--- src/rtl/pcm_serial_rx_pkg.sv ---
package pcm_serial_rx_pkg;

  localparam int SAMPLE_W = 24;

  // word-length code to bit count
  function automatic logic [4:0] wlen_bits(input logic [1:0] code);
    case (code)
      2'b00:   wlen_bits = 5'd16;
      2'b01:   wlen_bits = 5'd20;
      2'b10:   wlen_bits = 5'd24;
      default: wlen_bits = 5'd18;
    endcase
  endfunction

endpackage

--- src/rtl/pcm_lr_tracker.sv ---
module pcm_lr_tracker #(
  parameter int CNT_W = 8
) (
  input  logic             clk,
  input  logic             rst_n,
  input  logic             lrclk_i,
  output logic             lr_edge,
  output logic             lr_prev,
  output logic             started,
  output logic [CNT_W-1:0] pos,
  output logic [CNT_W-1:0] half_len
);

  logic             primed_q, primed_d;
  logic             lr_q, lr_d;
  logic             started_q, started_d;
  logic [CNT_W-1:0] cnt_q, cnt_d;

  assign lr_edge  = primed_q && (lrclk_i != lr_q);
  assign lr_prev  = lr_q;
  assign started  = started_q;
  assign half_len = cnt_q;
  assign pos      = lr_edge ? '0 : cnt_q;

  always_comb begin
    primed_d  = 1'b1;
    lr_d      = lrclk_i;
    started_d = started_q | lr_edge;
    if (lr_edge)              cnt_d = CNT_W'(1);
    else if (cnt_q == '1)     cnt_d = cnt_q;
    else                      cnt_d = cnt_q + CNT_W'(1);
  end

  always_ff @(posedge clk or negedge rst_n) begin
    if (!rst_n) begin
      primed_q  <= 1'b0;
      lr_q      <= 1'b0;
      started_q <= 1'b0;
      cnt_q     <= '0;
    end else begin
      primed_q  <= primed_d;
      lr_q      <= lr_d;
      started_q <= started_d;
      cnt_q     <= cnt_d;
    end
  end

  // half-frame counter restarts at one bit after every frame-clock change
  assert_count_restart_R9: assert property (@(posedge clk) disable iff (!rst_n)
    lr_edge |=> (cnt_q == CNT_W'(1)));

endmodule

--- src/rtl/pcm_bit_shifter.sv ---
module pcm_bit_shifter #(
  parameter int OUT_W = 24,
  parameter int CNT_W = 8
) (
  input  logic             clk,
  input  logic             rst_n,
  input  logic             sdata_i,
  input  logic             lr_edge,
  input  logic [CNT_W-1:0] pos,
  input  logic             fmt_i2s,
  input  logic [4:0]       wlen_n,
  output logic [OUT_W-1:0] word_q
);

  logic [OUT_W-1:0] word_d;
  logic             capture;
  logic [CNT_W-1:0] n_ext;

  assign n_ext = {{(CNT_W-5){1'b0}}, wlen_n};
  // right-justified keeps shifting (last bits win); I2S takes slots 1..N only
  assign capture = !fmt_i2s || ((pos != '0) && (pos <= n_ext));

  always_comb begin
    word_d = word_q;
    if (lr_edge)      word_d = capture ? {{(OUT_W-1){1'b0}}, sdata_i} : '0;
    else if (capture) word_d = {word_q[OUT_W-2:0], sdata_i};
  end

  always_ff @(posedge clk or negedge rst_n) begin
    if (!rst_n) word_q <= '0;
    else        word_q <= word_d;
  end

endmodule

--- src/rtl/pcm_frame_assembler.sv ---
module pcm_frame_assembler
  import pcm_serial_rx_pkg::*;
#(
  parameter int OUT_W = 24,
  parameter int CNT_W = 8
) (
  input  logic             clk,
  input  logic             rst_n,
  input  logic             lr_edge,
  input  logic             lr_prev,
  input  logic             started,
  input  logic [CNT_W-1:0] half_len,
  input  logic [OUT_W-1:0] word,
  input  logic             fmt_i2s,
  input  logic [1:0]       wlen_sel,
  input  logic             lr_swap,
  output logic [OUT_W-1:0] left_o,
  output logic [OUT_W-1:0] right_o,
  output logic             valid_o,
  output logic             short_o
);

  localparam logic [CNT_W:0] PACKED_LEN = (CNT_W+1)'(32);

  logic             have_left_q, have_left_d;
  logic [OUT_W-1:0] left_raw_q, left_raw_d;
  logic [CNT_W-1:0] left_len_q, left_len_d;
  logic [OUT_W-1:0] left_q, left_d, right_q, right_d;
  logic             valid_q, valid_d, short_q, short_d;

  logic             done_left, done_right, packed_frame, frame_short;
  logic [4:0]       cfg_n, eff_n;
  logic [5:0]       need;
  logic [CNT_W-1:0] need_ext;
  logic [CNT_W:0]   frame_len;

  function automatic logic [OUT_W-1:0] align(input logic [OUT_W-1:0] raw,
                                             input logic [4:0] n);
    logic [5:0] shamt;
    shamt = 6'(OUT_W) - {1'b0, n};
    align = raw << shamt;
  endfunction

  assign cfg_n        = wlen_bits(wlen_sel);
  assign done_left    = lr_edge && started && (lr_prev ^ lr_swap);
  assign done_right   = lr_edge && started && !(lr_prev ^ lr_swap);
  assign frame_len    = {1'b0, left_len_q} + {1'b0, half_len};
  assign packed_frame = !fmt_i2s && (frame_len == PACKED_LEN);
  assign eff_n        = packed_frame ? 5'd16 : cfg_n;
  assign need         = fmt_i2s ? ({1'b0, cfg_n} + 6'd1) : {1'b0, eff_n};
  assign need_ext     = {{(CNT_W-6){1'b0}}, need};
  assign frame_short  = (left_len_q < need_ext) || (half_len < need_ext);

  always_comb begin
    have_left_d = have_left_q;
    left_raw_d  = left_raw_q;
    left_len_d  = left_len_q;
    left_d      = left_q;
    right_d     = right_q;
    valid_d     = 1'b0;
    short_d     = 1'b0;
    if (done_left) begin
      have_left_d = 1'b1;
      left_raw_d  = word;
      left_len_d  = half_len;
    end
    if (done_right) begin
      have_left_d = 1'b0;
      if (have_left_q) begin
        if (frame_short) begin
          short_d = 1'b1;
        end else begin
          valid_d = 1'b1;
          left_d  = align(left_raw_q, eff_n);
          right_d = align(word, eff_n);
        end
      end
    end
  end

  always_ff @(posedge clk or negedge rst_n) begin
    if (!rst_n) begin
      have_left_q <= 1'b0;
      left_raw_q  <= '0;
      left_len_q  <= '0;
      left_q      <= '0;
      right_q     <= '0;
      valid_q     <= 1'b0;
      short_q     <= 1'b0;
    end else begin
      have_left_q <= have_left_d;
      left_raw_q  <= left_raw_d;
      left_len_q  <= left_len_d;
      left_q      <= left_d;
      right_q     <= right_d;
      valid_q     <= valid_d;
      short_q     <= short_d;
    end
  end

  assign left_o  = left_q;
  assign right_o = right_q;
  assign valid_o = valid_q;
  assign short_o = short_q;

  assert_single_pulse_R8: assert property (@(posedge clk) disable iff (!rst_n)
    valid_o |=> !valid_o);

  assert_exclusive_R9: assert property (@(posedge clk) disable iff (!rst_n)
    !(valid_o && short_o));

  assert_hold_on_short_R9: assert property (@(posedge clk) disable iff (!rst_n)
    short_o |-> ($stable(left_o) && $stable(right_o)));

  assert_hold_idle_R10: assert property (@(posedge clk) disable iff (!rst_n)
    !valid_o |-> ($stable(left_o) && $stable(right_o)));

endmodule

--- src/rtl/pcm_serial_rx.sv ---
module pcm_serial_rx
  import pcm_serial_rx_pkg::*;
#(
  parameter int OUT_W = SAMPLE_W,
  parameter int CNT_W = 8
) (
  input  logic             clk,
  input  logic             rst_n,
  input  logic             fmt_i2s_i,
  input  logic [1:0]       wlen_sel_i,
  input  logic             lr_swap_i,
  input  logic             lrclk_i,
  input  logic             sdata_i,
  output logic [OUT_W-1:0] left_o,
  output logic [OUT_W-1:0] right_o,
  output logic             valid_o,
  output logic             short_o
);

  logic             lr_edge, lr_prev, started;
  logic [CNT_W-1:0] pos, half_len;
  logic [OUT_W-1:0] word;

  pcm_lr_tracker #(.CNT_W(CNT_W)) u_track (
    .clk      (clk),
    .rst_n    (rst_n),
    .lrclk_i  (lrclk_i),
    .lr_edge  (lr_edge),
    .lr_prev  (lr_prev),
    .started  (started),
    .pos      (pos),
    .half_len (half_len)
  );

  pcm_bit_shifter #(.OUT_W(OUT_W), .CNT_W(CNT_W)) u_shift (
    .clk     (clk),
    .rst_n   (rst_n),
    .sdata_i (sdata_i),
    .lr_edge (lr_edge),
    .pos     (pos),
    .fmt_i2s (fmt_i2s_i),
    .wlen_n  (wlen_bits(wlen_sel_i)),
    .word_q  (word)
  );

  pcm_frame_assembler #(.OUT_W(OUT_W), .CNT_W(CNT_W)) u_frame (
    .clk      (clk),
    .rst_n    (rst_n),
    .lr_edge  (lr_edge),
    .lr_prev  (lr_prev),
    .started  (started),
    .half_len (half_len),
    .word     (word),
    .fmt_i2s  (fmt_i2s_i),
    .wlen_sel (wlen_sel_i),
    .lr_swap  (lr_swap_i),
    .left_o   (left_o),
    .right_o  (right_o),
    .valid_o  (valid_o),
    .short_o  (short_o)
  );

endmodule

--- config.mk ---
export PLATFORM = sky130hd
export DESIGN_NAME = pcm_serial_rx
export DESIGN_NICKNAME = d
export VERILOG_FILES = /design/src/rtl/pcm_serial_rx_pkg.sv /design/src/rtl/pcm_lr_tracker.sv /design/src/rtl/pcm_bit_shifter.sv /design/src/rtl/pcm_frame_assembler.sv /design/src/rtl/pcm_serial_rx.sv
export SDC_FILE = /design/constraint.sdc
export NUM_CORES = 1
export LEC_CHECK = 0
export BUFFER_PORTS_ARGS = -buffer_cell sky130_fd_sc_hd__buf_2
export CORE_ASPECT_RATIO = 0.7
export CORE_MARGIN = 4
export CORE_UTILIZATION = 65
export CTS_BUF_LIST = sky130_fd_sc_hd__clkbuf_8
export DETAILED_ROUTE_END_ITERATION = 6
export PLACE_DENSITY = 0.84
export SLEW_MARGIN = 20
export SYNTH_ARGS = -nofsm -noshare
export SYNTH_HDL_FRONTEND = slang
export SYNTH_SLANG_ARGS = --single-unit
--- constraint.sdc ---
create_clock -name clk -period 6.36 [get_ports clk]
set_clock_uncertainty 0.05 [all_clocks]
set_input_delay 1.272 -clock clk [delete_from_list [all_inputs] [get_ports clk]]
set_output_delay 1.272 -clock clk [all_outputs]
set_load 0.005 [all_outputs]
==> impl_summary.md <==
Status
The flow ran to the end, and the final reports show no timing, DRC or antenna violations.

Timing
The worst path needs 5.54 ns of the cycle, external delays included. The final count of negative-setup-slack endpoints is 0. The slew at the pin with the worst max-slew slack is 1.11 ns. The worst pin sits at a relative slew slack of 26.2%.

The hold violation total from the final report was 0. The final cycle utilization of the critical path is 87.1%. The smallest hold slack is 0.430 ns. The final setup TNS is 0 ns. Derived from the worst setup path, the maximum achievable clock frequency is 180 MHz.

The number of max-slew violations in the final report came to 0. The least setup slack across all paths after layout is 0.818 ns. Setup repair after global routing left no endpoint under its margin.

Global routing
Entering global routing, the biggest net connects 63 pins. The number of global-route vias before repair is 4709. The met1 usage is 41.7%. The initial antenna violation count is 0.

The met2 track utilization from global routing is 40.5%. The met3 track demand over resource in global routing is 10.1%. The total global routing track utilization is 28.5%. The layer flagged by global routing as most heavily used is met1. The sum of overflow across all layers after global routing is 0.

The first global-routing pass estimated 25700 microns of wire.

Clocking
The clock-pin slew on the worst setup and hold paths is 0.07 ns. In this run the number of H-tree levels came out at 4. The clock passes through at most 2 buffers. The root buffer cell chosen for the clock tree is sky130_fd_sc_hd__clkbuf_8. TritonCTS built the clock tree. The clock net in this run drives a total of 118 sinks.

The number of gates resized after cts is 0. The number of hold buffers added after cts is 0. The setup fix buffers added after clock tree synthesis is 0. The source-to-sink clock delay at the later pin of the worst-skew pair is 0.45 ns. In this run, CTS created clock tree buffers numbering 17.

Critical path
The largest delay contributor family on the critical path is simple AND/OR/NAND/NOR gates. The critical path startpoint category is a flop. The critical path goes through ha_1 -> fa_1 -> a21oi_2 -> nor4_1 -> nor4_4 -> and3_1 -> nand2_1 -> nand2b_1 -> ha_1 -> a21o_1 -> a31oi_1 -> o21ai_0 -> and4b_1 -> nand2b_1 -> nor2_1 -> a22o_1.

The critical path data required time is 6.69 ns. The critical path in this run is classified as flop to flop. The critical path depth in cells is 16. The maximum fanout along the worst path is 24. The worst setup path is captured at a flop. The sum of buffers and inverters on the critical path is 0. The maximum single-stage delay on the critical path is 0.88 ns. At the worst endpoint, the arrival time is 5.87 ns. Counting cells, the worst reg-to-reg path comes to 16. The cell type of the slowest stage on the worst timing path is sky130_fd_sc_hd__and4b_1.

Synth
In this run, synthesis produced a sequential element count of 118. The post-synthesis area per instance is 11.1 sq um. In this run the cell area of the synthesized design comes to 6410 sq um. The number of nets in the synthesized netlist is 606. Counting flops with a built-in enable in the synthesized netlist gives 0. The fraction of synthesis flops using an asynchronous set or reset pin is 100%. Yosys printed 0 warnings. The cell count after synthesis came out at 577.

The most used flip-flop cell after synthesis is sky130_fd_sc_hd__dfrtp_1. The portion of the post-synthesis area used by sequential elements is 46.1%. The distinct cell type count of the synthesized netlist is 67.

Power and ir drop
The power density over the cells is 301 nW/um^2. For this design the static power due to leakage is 3.70 nW. VDD sags by at most 0.160 mV.

Detailed routing
The DRC violation count after routing is 0. The first TritonRoute pass finished after 5 iterations. The violation count after the first detailed-route iteration is 586. The final layout contains routed wiring with a total length of 15900 microns.

The detailed-route via count is 4973. Dividing the detail-routed via count by the number of cells gives 6.53. The detail route stage leaves a number of antenna-violating nets equal to 0. After detailed routing, the average wire length per cell comes to 20.8 microns.

Final layout
The total inserted antenna cells is 0. Cells with a size suffix above 1 make up 22.6% of the layout. The area overhead of the layout relative to synthesis is 11.8%. After routing the design area is 7160 sq um. Measured on the finished design, the core utilization comes to 74.3%. The number of nets at the end of the flow is 650.

Floorplanning
The total core area is 9650 sq um. After floorplanning, the core was divided into 30 placement rows. The area enclosed by the die boundary is 11500 sq um. The starting density of the core is 66.4%. In this run the vertical extent of the chip is 91.1 microns. Measured along the x axis, the die boundary spans 127 microns.

The number of I/O pins is 58.

Place
The congestion estimate from routability-driven global placement came to 0.884. Prior to clock tree synthesis, the placed netlist has a worst setup slack of 0.831 ns. The wire-length estimate of the detail-placed layout is 10600 microns.

The number of buffers added on ports is 57. Summing all placed instances gives a cell area of 6730 sq um.

Min path
The worst hold path belongs to the class flop to flop. The number of cells traversed by the worst hold path is 2.

Run
The number of maximum-capacitance violations is 0.
[through the flow]
step / std cells / power (mW)
global route: 762 / 2.26
CTS: 762 / 2.15
finish: 762 / 2.15
detailed placement: 730 / 1.40
floorplan: 577 / 1.26
global placement: 730 / 1.37
[where the power goes]
part,internal (mW),leakage [nW],switching (mW)
Clock,0.451,0.230,0.295
Combinational,0.210,1.86,0.273
Sequential,0.815,1.61,0.109
[flip-flops by register name, summed over array words and instances (netlist names)]
name                 flops
u_frame.left_o          24
u_frame.left_raw_q      24
u_frame.right_o         24
u_shift.word_q          24
u_frame.left_len_q       8
u_track.half_len         8
u_frame.have_left_q      1
u_frame.short_o          1
u_frame.valid_o          1
u_track.lr_prev          1
u_track.primed_q         1
u_track.started          1
[Yosys cell counts, types with 2 or more instances]
library cell | number | share of area, %
sky130_fd_sc_hd__o21ai_0 | 19 | 1.5
sky130_fd_sc_hd__a32o_1 | 3 | 0.47
sky130_fd_sc_hd__or3_1 | 8 | 0.78
sky130_fd_sc_hd__nand2_1 | 46 | 2.7
sky130_fd_sc_hd__nand3_1 | 5 | 0.39
sky130_fd_sc_hd__buf_6 | 4 | 0.70
sky130_fd_sc_hd__mux2i_2 | 8 | 1.7
sky130_fd_sc_hd__inv_1 | 10 | 0.59
sky130_fd_sc_hd__nand4_1 | 2 | 0.20
sky130_fd_sc_hd__nand3b_1 | 2 | 0.23
sky130_fd_sc_hd__and3_1 | 4 | 0.39
sky130_fd_sc_hd__and2_1 | 6 | 0.59
sky130_fd_sc_hd__a31o_2 | 2 | 0.27
sky130_fd_sc_hd__a211o_1 | 2 | 0.27
sky130_fd_sc_hd__mux2_2 | 31 | 5.4
sky130_fd_sc_hd__a211oi_1 | 2 | 0.23
sky130_fd_sc_hd__o22ai_1 | 15 | 1.5
sky130_fd_sc_hd__nand2b_1 | 14 | 1.4
sky130_fd_sc_hd__a22o_1 | 10 | 1.4
sky130_fd_sc_hd__a21oi_1 | 11 | 0.86
sky130_fd_sc_hd__xor2_1 | 4 | 0.55
sky130_fd_sc_hd__nor2_1 | 44 | 2.6
sky130_fd_sc_hd__a221o_1 | 10 | 1.6
sky130_fd_sc_hd__a31oi_1 | 2 | 0.20
sky130_fd_sc_hd__ha_1 | 20 | 3.9
sky130_fd_sc_hd__o221ai_1 | 11 | 1.5
sky130_fd_sc_hd__and4b_1 | 2 | 0.31
sky130_fd_sc_hd__nor2b_1 | 7 | 0.68
sky130_fd_sc_hd__buf_2 | 5 | 0.39
sky130_fd_sc_hd__mux2i_1 | 76 | 12
sky130_fd_sc_hd__buf_1 | 5 | 0.29
sky130_fd_sc_hd__dfrtp_1 | 118 | 46
sky130_fd_sc_hd__a21o_1 | 9 | 1.1
sky130_fd_sc_hd__nor4_1 | 2 | 0.20
sky130_fd_sc_hd__or2_2 | 3 | 0.29
sky130_fd_sc_hd__xnor2_1 | 3 | 0.41
sky130_fd_sc_hd__clkbuf_1 | 22 | 1.3
[routing by layer]
| metal | vias up | wire length (microns) |
|---|---|---|
| li1 | 2209 | - |
| met1 | 2455 | 6920 |
| met2 | 277 | 7020 |
| met3 | 32 | 1680 |
| met4 | 0 | 241 |
| met5 | - | 0 |
[path summary, 6_finish.rpt]
check	end	slack (ns)	start
hold reg to reg	u_frame.have_left_q	0.43	u_frame.have_left_q
max in group asynchronous	u_frame.left_o[23]	4.19	rst_n
min in group asynchronous	u_frame.left_len_q[5]	0.81	rst_n
hold / removal	u_frame.have_left_q	0.43	u_frame.have_left_q
setup reg to reg	u_frame.right_o[0]	0.82	u_track.half_len[0]
setup / recovery	u_frame.right_o[0]	0.82	u_track.half_len[0]
[cells in the final DEF, fill, tap and decap left out, types with 2 or more instances in the layout]
cell type and n:
sky130_fd_sc_hd__o21ai_0 19, sky130_fd_sc_hd__nand3b_1 2, sky130_fd_sc_hd__clkinv_2 2, sky130_fd_sc_hd__nand3_1 5, sky130_fd_sc_hd__a211o_1 2, sky130_fd_sc_hd__nand2b_1 14, sky130_fd_sc_hd__mux2i_1 76, sky130_fd_sc_hd__a32o_1 3
sky130_fd_sc_hd__or3_1 8, sky130_fd_sc_hd__o22ai_1 15, sky130_fd_sc_hd__or2_2 3, sky130_fd_sc_hd__xnor2_1 3, sky130_fd_sc_hd__and3_1 4, sky130_fd_sc_hd__and4b_1 2, sky130_fd_sc_hd__a31oi_1 2, sky130_fd_sc_hd__inv_1 14
sky130_fd_sc_hd__bufinv_16 4, sky130_fd_sc_hd__a21o_1 9, sky130_fd_sc_hd__a22o_1 10, sky130_fd_sc_hd__nor2_1 44, sky130_fd_sc_hd__xor2_1 4, sky130_fd_sc_hd__nand4_1 2, sky130_fd_sc_hd__a221o_1 10, sky130_fd_sc_hd__mux2i_2 8
sky130_fd_sc_hd__clkinvlp_4 2, sky130_fd_sc_hd__a211oi_1 2, sky130_fd_sc_hd__nor2b_1 7, sky130_fd_sc_hd__and2_1 6, sky130_fd_sc_hd__dfrtp_1 118, sky130_fd_sc_hd__buf_2 56, sky130_fd_sc_hd__mux2_2 31, sky130_fd_sc_hd__ha_1 20
sky130_fd_sc_hd__clkbuf_8 20, sky130_fd_sc_hd__a31o_2 2, sky130_fd_sc_hd__nand2_1 46, sky130_fd_sc_hd__o221ai_1 11, sky130_fd_sc_hd__nor4_1 2, sky130_fd_sc_hd__a21oi_1 11, sky130_fd_sc_hd__buf_4 7
[tightest hold or removal path, delay by kind of cell, from the launching register on]
kind / cells / cell delay, ns
flops: 1 / 0.34
simple gates: 2 / 0.10
[cell type report]
cell class	instances	area (sq um)
clock buffer	20	275
clock inverter	12	160
fill	645	2480
inverter	10	37.5
multi-input combinational	411	3250
sequential	118	2950
tap	128	160
timing repair buffer	63	333
[logic make-up (layout without fill, tap and decap cells)]
family,count (synthesis),after routing,synth area share [%]
AND/OR/NAND/NOR,153,153,11.9
multiplexers,118,118,20.1
flip-flops,118,118,46.1
AO/OA/AOI/OAI,111,111,12.9
buffers and inverters,48,105,3.69
adder cells (fa/ha/maj),21,21,4.22
XOR/XNOR,7,7,0.956
other,1,1,0.0585
Power figures use the tool's default switching activity.
